$ cat config.mk
export PLATFORM = sky130hd
export DESIGN_NAME = quad_dac_latch
export DESIGN_NICKNAME = d
export VERILOG_FILES = /design/src/rtl/qdl_pkg.sv /design/src/rtl/qdl_strobe_track.sv /design/src/rtl/qdl_input_bank.sv /design/src/rtl/qdl_dac_bank.sv /design/src/rtl/quad_dac_latch.sv
export SDC_FILE = /design/constraint.sdc
export NUM_CORES = 1
export LEC_CHECK = 0
export CAP_MARGIN = 30
export CORE_AREA = 10 10 110 112
export DETAILED_ROUTE_END_ITERATION = 7
export DIE_AREA = 0 0 120 122
export DONT_BUFFER_PORTS = 1
export SETUP_SLACK_MARGIN = 0.2
export SLEW_MARGIN = 20
export SYNTH_ARGS = -nofsm -noshare
export SYNTH_HDL_FRONTEND = slang
export SYNTH_HIERARCHICAL = 1
export SYNTH_SLANG_ARGS = --single-unit
$ cat constraint.sdc
create_clock -name clk -period 2.2 [get_ports clk]
set_input_delay 0 -clock clk [delete_from_list [all_inputs] [get_ports clk]]
set_output_delay 0 -clock clk [all_outputs]
set_load 0.1 [all_outputs]
$ cat src/rtl/qdl_pkg.sv
package qdl_pkg;

  // What a strobe asks of the registers it governs in a given cycle.
  typedef enum logic [1:0] {
    ACT_HOLD   = 2'd0,
    ACT_FOLLOW = 2'd1,
    ACT_SEAL   = 2'd2
  } lat_act_e;

  // Classify a low-active strobe from its level now and at the prior edge.
  function automatic lat_act_e strobe_action(input logic lvl_n, input logic prev_n);
    if (!lvl_n) begin
      return ACT_FOLLOW;
    end
    if (!prev_n) begin
      return ACT_SEAL;
    end
    return ACT_HOLD;
  endfunction

  // Any action other than hold updates the governed storage.
  function automatic logic act_updates(input lat_act_e act);
    return act != ACT_HOLD;
  endfunction

endpackage

$ cat src/rtl/qdl_strobe_track.sv
module qdl_strobe_track
  import qdl_pkg::*;
(
  input  logic     clk,
  input  logic     rst_n,
  input  logic     strobe_n,
  output lat_act_e act,
  output logic     rise
);

  logic prev_n;

  always_ff @(posedge clk) begin
    if (!rst_n) begin
      prev_n <= 1'b1;
    end else begin
      prev_n <= strobe_n;
    end
  end

  assign act  = strobe_action(strobe_n, prev_n);
  assign rise = (act == ACT_SEAL);

endmodule

$ cat src/rtl/qdl_input_bank.sv
module qdl_input_bank
  import qdl_pkg::*;
#(
  parameter  int NUM_CH = 4,
  parameter  int DATA_W = 8,
  localparam int ADDR_W = (NUM_CH > 1) ? $clog2(NUM_CH) : 1,
  localparam int FLAT_W = NUM_CH * DATA_W
) (
  input  logic              clk,
  input  logic              rst_n,
  input  lat_act_e          act,
  input  logic [ADDR_W-1:0] addr,
  input  logic [DATA_W-1:0] data,
  output logic [NUM_CH-1:0] sel,
  output logic [FLAT_W-1:0] in_next,
  output logic [FLAT_W-1:0] in_cur
);

  // One-hot channel decode; codes beyond NUM_CH select nothing.
  function automatic logic [NUM_CH-1:0] decode_addr(input logic [ADDR_W-1:0] a);
    logic [NUM_CH-1:0] oh;
    oh = '0;
    for (int i = 0; i < NUM_CH; i++) begin
      if (a == ADDR_W'(i)) begin
        oh[i] = 1'b1;
      end
    end
    return oh;
  endfunction

  logic wr_active;

  assign wr_active = act_updates(act);
  assign sel       = wr_active ? decode_addr(addr) : '0;

  generate
    for (genvar c = 0; c < NUM_CH; c++) begin : g_ch
      logic [DATA_W-1:0] stage_q;

      assign in_next[c*DATA_W +: DATA_W] = sel[c] ? data : stage_q;
      assign in_cur[c*DATA_W +: DATA_W]  = stage_q;

      always_ff @(posedge clk) begin
        if (!rst_n) begin
          stage_q <= '0;
        end else begin
          stage_q <= in_next[c*DATA_W +: DATA_W];
        end
      end
    end
  endgenerate

endmodule

$ cat src/rtl/qdl_dac_bank.sv
module qdl_dac_bank
  import qdl_pkg::*;
#(
  parameter  int NUM_CH = 4,
  parameter  int DATA_W = 8,
  localparam int FLAT_W = NUM_CH * DATA_W
) (
  input  logic              clk,
  input  logic              rst_n,
  input  lat_act_e          act,
  input  logic [FLAT_W-1:0] src,
  output logic [FLAT_W-1:0] dac
);

  logic take;

  assign take = act_updates(act);

  generate
    for (genvar c = 0; c < NUM_CH; c++) begin : g_ch
      logic [DATA_W-1:0] code_q;

      always_ff @(posedge clk) begin
        if (!rst_n) begin
          code_q <= '0;
        end else if (take) begin
          code_q <= src[c*DATA_W +: DATA_W];
        end
      end

      assign dac[c*DATA_W +: DATA_W] = code_q;
    end
  endgenerate

endmodule

$ cat src/rtl/quad_dac_latch.sv
module quad_dac_latch
  import qdl_pkg::*;
#(
  parameter  int NUM_CH = 4,
  parameter  int DATA_W = 8,
  localparam int ADDR_W = (NUM_CH > 1) ? $clog2(NUM_CH) : 1,
  localparam int FLAT_W = NUM_CH * DATA_W
) (
  input  logic              clk,
  input  logic              rst_n,
  input  logic              wr_n,
  input  logic              load_n,
  input  logic [ADDR_W-1:0] addr,
  input  logic [DATA_W-1:0] data,
  output logic [FLAT_W-1:0] dac_code
);

  // Named internal events, visible to the bound checker.
  lat_act_e          wr_act;
  lat_act_e          ld_act;
  logic              wr_rise;
  logic              ld_rise;
  logic [NUM_CH-1:0] sel;
  logic [FLAT_W-1:0] in_next;
  logic [FLAT_W-1:0] in_cur;

  qdl_strobe_track u_wr_track (
    .clk      (clk),
    .rst_n    (rst_n),
    .strobe_n (wr_n),
    .act      (wr_act),
    .rise     (wr_rise)
  );

  qdl_strobe_track u_ld_track (
    .clk      (clk),
    .rst_n    (rst_n),
    .strobe_n (load_n),
    .act      (ld_act),
    .rise     (ld_rise)
  );

  qdl_input_bank #(
    .NUM_CH (NUM_CH),
    .DATA_W (DATA_W)
  ) u_inputs (
    .clk     (clk),
    .rst_n   (rst_n),
    .act     (wr_act),
    .addr    (addr),
    .data    (data),
    .sel     (sel),
    .in_next (in_next),
    .in_cur  (in_cur)
  );

  // Output stage loads from the staging next-state so both low = flow-through.
  qdl_dac_bank #(
    .NUM_CH (NUM_CH),
    .DATA_W (DATA_W)
  ) u_outputs (
    .clk   (clk),
    .rst_n (rst_n),
    .act   (ld_act),
    .src   (in_next),
    .dac   (dac_code)
  );

endmodule

==> run_results.csv <==
group,metric,value,unit
die,die_w,120,µm
sta,finalCriticalPeriod,1.826,ns
clock_tree,cts_max_level,3,
critical_path,start_kind,"flop",
cells_and_area,area_growth,19.88,%
clock_tree,root_buffer,"clkbuf_8",
cells_and_area,antenna_cells,0,
sta,setup_total_negative_slack,0,ns
placement,post-place-ws,0.4440,ns
sta,worst_slew_pin_slew,0.5106,ns
critical_path,rrSetupSlack,0.37,ns
route,ant_nets,0,
pwr,powerDensity,737.9,nW/µm²
route,vias_per_cell,4.626,
critical_path,crit_required,2.47,ns
sta,finalSetupViolCount,0,
yosys,ys.warnings.count,6,
yosys,netlist_instances,299,
sta,fin_skew,0.009030,ns
sta,fmax,0.5476,GHz
global_routing,antenna_found_initial,0,
global_routing,grt_max_degree,106,
clock_tree,clockBufferDepth,2,
placement,placed_cell_area,3182,µm²
clock_tree,cts_buffers,9,
critical_path,critPathCaptureType,"flop",
pwr,p_leak,1.366,nW
sta,fin_ws,0.3739,ns
clock_tree,cts.clk_slew.worst_paths,0.07,ns
cells_and_area,post-route-util,0.3485,
run_status,status,"finished clean",
placement,place_hpwl,4.909,mm
clock_tree,cts_resized,0,
cells_and_area,fillCellCount,1041,
clock_tree,worstSkewPairLatency,0.34,ns
global_routing,grt_overflow,0,
cells_and_area,postLayoutCellArea,3501,µm²
critical_path,r2r-start,"u_wr_track/prev_n",
sta,period_share,0.8301,
route,drc,0,
pwr,ir_worst_vdd,0.3390,mV
sta,finalHoldViolCount,0,
pwr,total_power,2.583,mW
critical_path,critPathMaxFanout,6,
hold_path,worstHoldPathType,"input pin to flop",
clock_tree,clkSinkCount,66,
cells_and_area,drive_gt1_frac,0.2789,
global_routing,track_usage,0.1034,
critical_path,critPathLaunch,"u_wr_track/prev_n",
global_routing,grt_pass1_vias,2214,
sta,slew_viol_final,0,
die,initial_core_util,0.2907,
yosys,syn_nets,313,
placement,gp_congestion,0.7227,
critical_path,arrival,2.09,ns
yosys,synth_area,2920,µm²
route,first_pass_iters,4,
placement,io_buffer_count,0,
route,routed_wl,7.427,mm
die,core,10050,µm²
clock_tree,cts_tree,"done",
yosys,syn_avg_cell_area,9.767,µm²
job,maxCapViolCount,0,
die,die-area,14640,µm²
die,die_h,122,µm
global_routing,grt_pass1_wl,11.92,mm
cells_and_area,nets,346,
route,route.detailed.wl_per_inst,15.70,µm
sta,rsz0062_at_grt,"false",
route,drt_iter0_markers,151,
die,std_cell_rows,37,
sta,relSlewSlack,0.6586,
critical_path,worstSetupPathType,"flop to flop",
die,io_pins,46,
route,num_vias,2188,
hold_path,hp-start,"addr[0]",
==> path summary, 6_finish.rpt <==
kind / depth (start not counted) / endpoint
min: 3 / u_inputs/g_ch[0].stage_q[7]
max reg2reg: 6 / u_inputs/g_ch[0].stage_q[6]
max: 6 / u_inputs/g_ch[0].stage_q[6]
min reg2reg: 2 / u_inputs/g_ch[0].stage_q[0]
==> what timing repair did <==
item	CTS	global route
hold endpoints to repair	66	1
hold buffers	11	2
setup buffers	0	0
==> critical path, stage by stage (launching register included) <==
cell and delay (ns):
dfxtp_1 0.32, nor2b_4 0.13, or2_1 0.15, nor3b_2 0.20
buf_4 0.19, dlygate4sd3_1 0.59, mux2i_1 0.18
==> cell usage in the layout, fill, tap and decap left out <==
cell / n
o21ai_1: 30
nand2_1: 64
clkbuf_1: 1
dfxtp_1: 66
clkinv_2: 3
o211ai_1: 32
or2_4: 1
nor2_2: 1
clkinvlp_4: 2
mux2_2: 31
clkbuf_8: 10
nor2b_4: 2
or2_1: 1
mux2i_1: 24
o21ai_0: 1
inv_1: 2
nor3b_2: 1
nand2b_1: 2
dlygate4sd3_1: 12
and2_1: 8
o211ai_2: 1
buf_4: 37
nand3b_2: 1
buf_16: 1
mux2_4: 1
o21ai_2: 2
==> report_power, final <==
part	total (mW)	switching (mW)	internal, mW	leakage [nW]
registers	1.26	0.0156	1.24	0.537
clock network	0.905	0.471	0.434	0.0851
logic	0.423	0.296	0.127	0.745
total	2.58	0.783	1.80	1.37
==> metal layers <==
layer | wire length, µm | GRT usage | vias to the layer above
li1 | - | - | 1103
met1 | 3539 | 0.1302 | 1040
met2 | 3408 | 0.1609 | 37
met3 | 353 | 0.02960 | 8
met4 | 126 | 0.04751 | 0
met5 | 0 | 0 | -
==> sequential cells by signal, summed over array words and instances (netlist names) <==
signal	flops
u_ld_track/prev_n	1
u_inputs/g_ch.stage_q	32
u_outputs/g_ch.code_q	32
u_wr_track/prev_n	1
==> stage by stage <==
stage,hold WS [ns],cells
after floorplan,0.07304,299
after global placement,0.1001,444
after detailed placement,0.1036,444
after CTS,0.002264,471
after global routing,0.005738,473
final,0.01552,473
==> final cells by class <==
type / instances / area [µm²] / area share
Sequential cell: 66 / 1321 / 0.3774
Timing Repair Buffer: 50 / 425.4 / 0.1215
Clock buffer: 11 / 141.4 / 0.04039
Clock inverter: 5 / 30.03 / 0.008578
Multi-Input combinational cell: 203 / 1405 / 0.4014
Tap cell: 136 / 170.2 / 0.04861
Inverter: 2 / 7.507 / 0.002144
No activity file was read; power rests on OpenSTA's default activity.
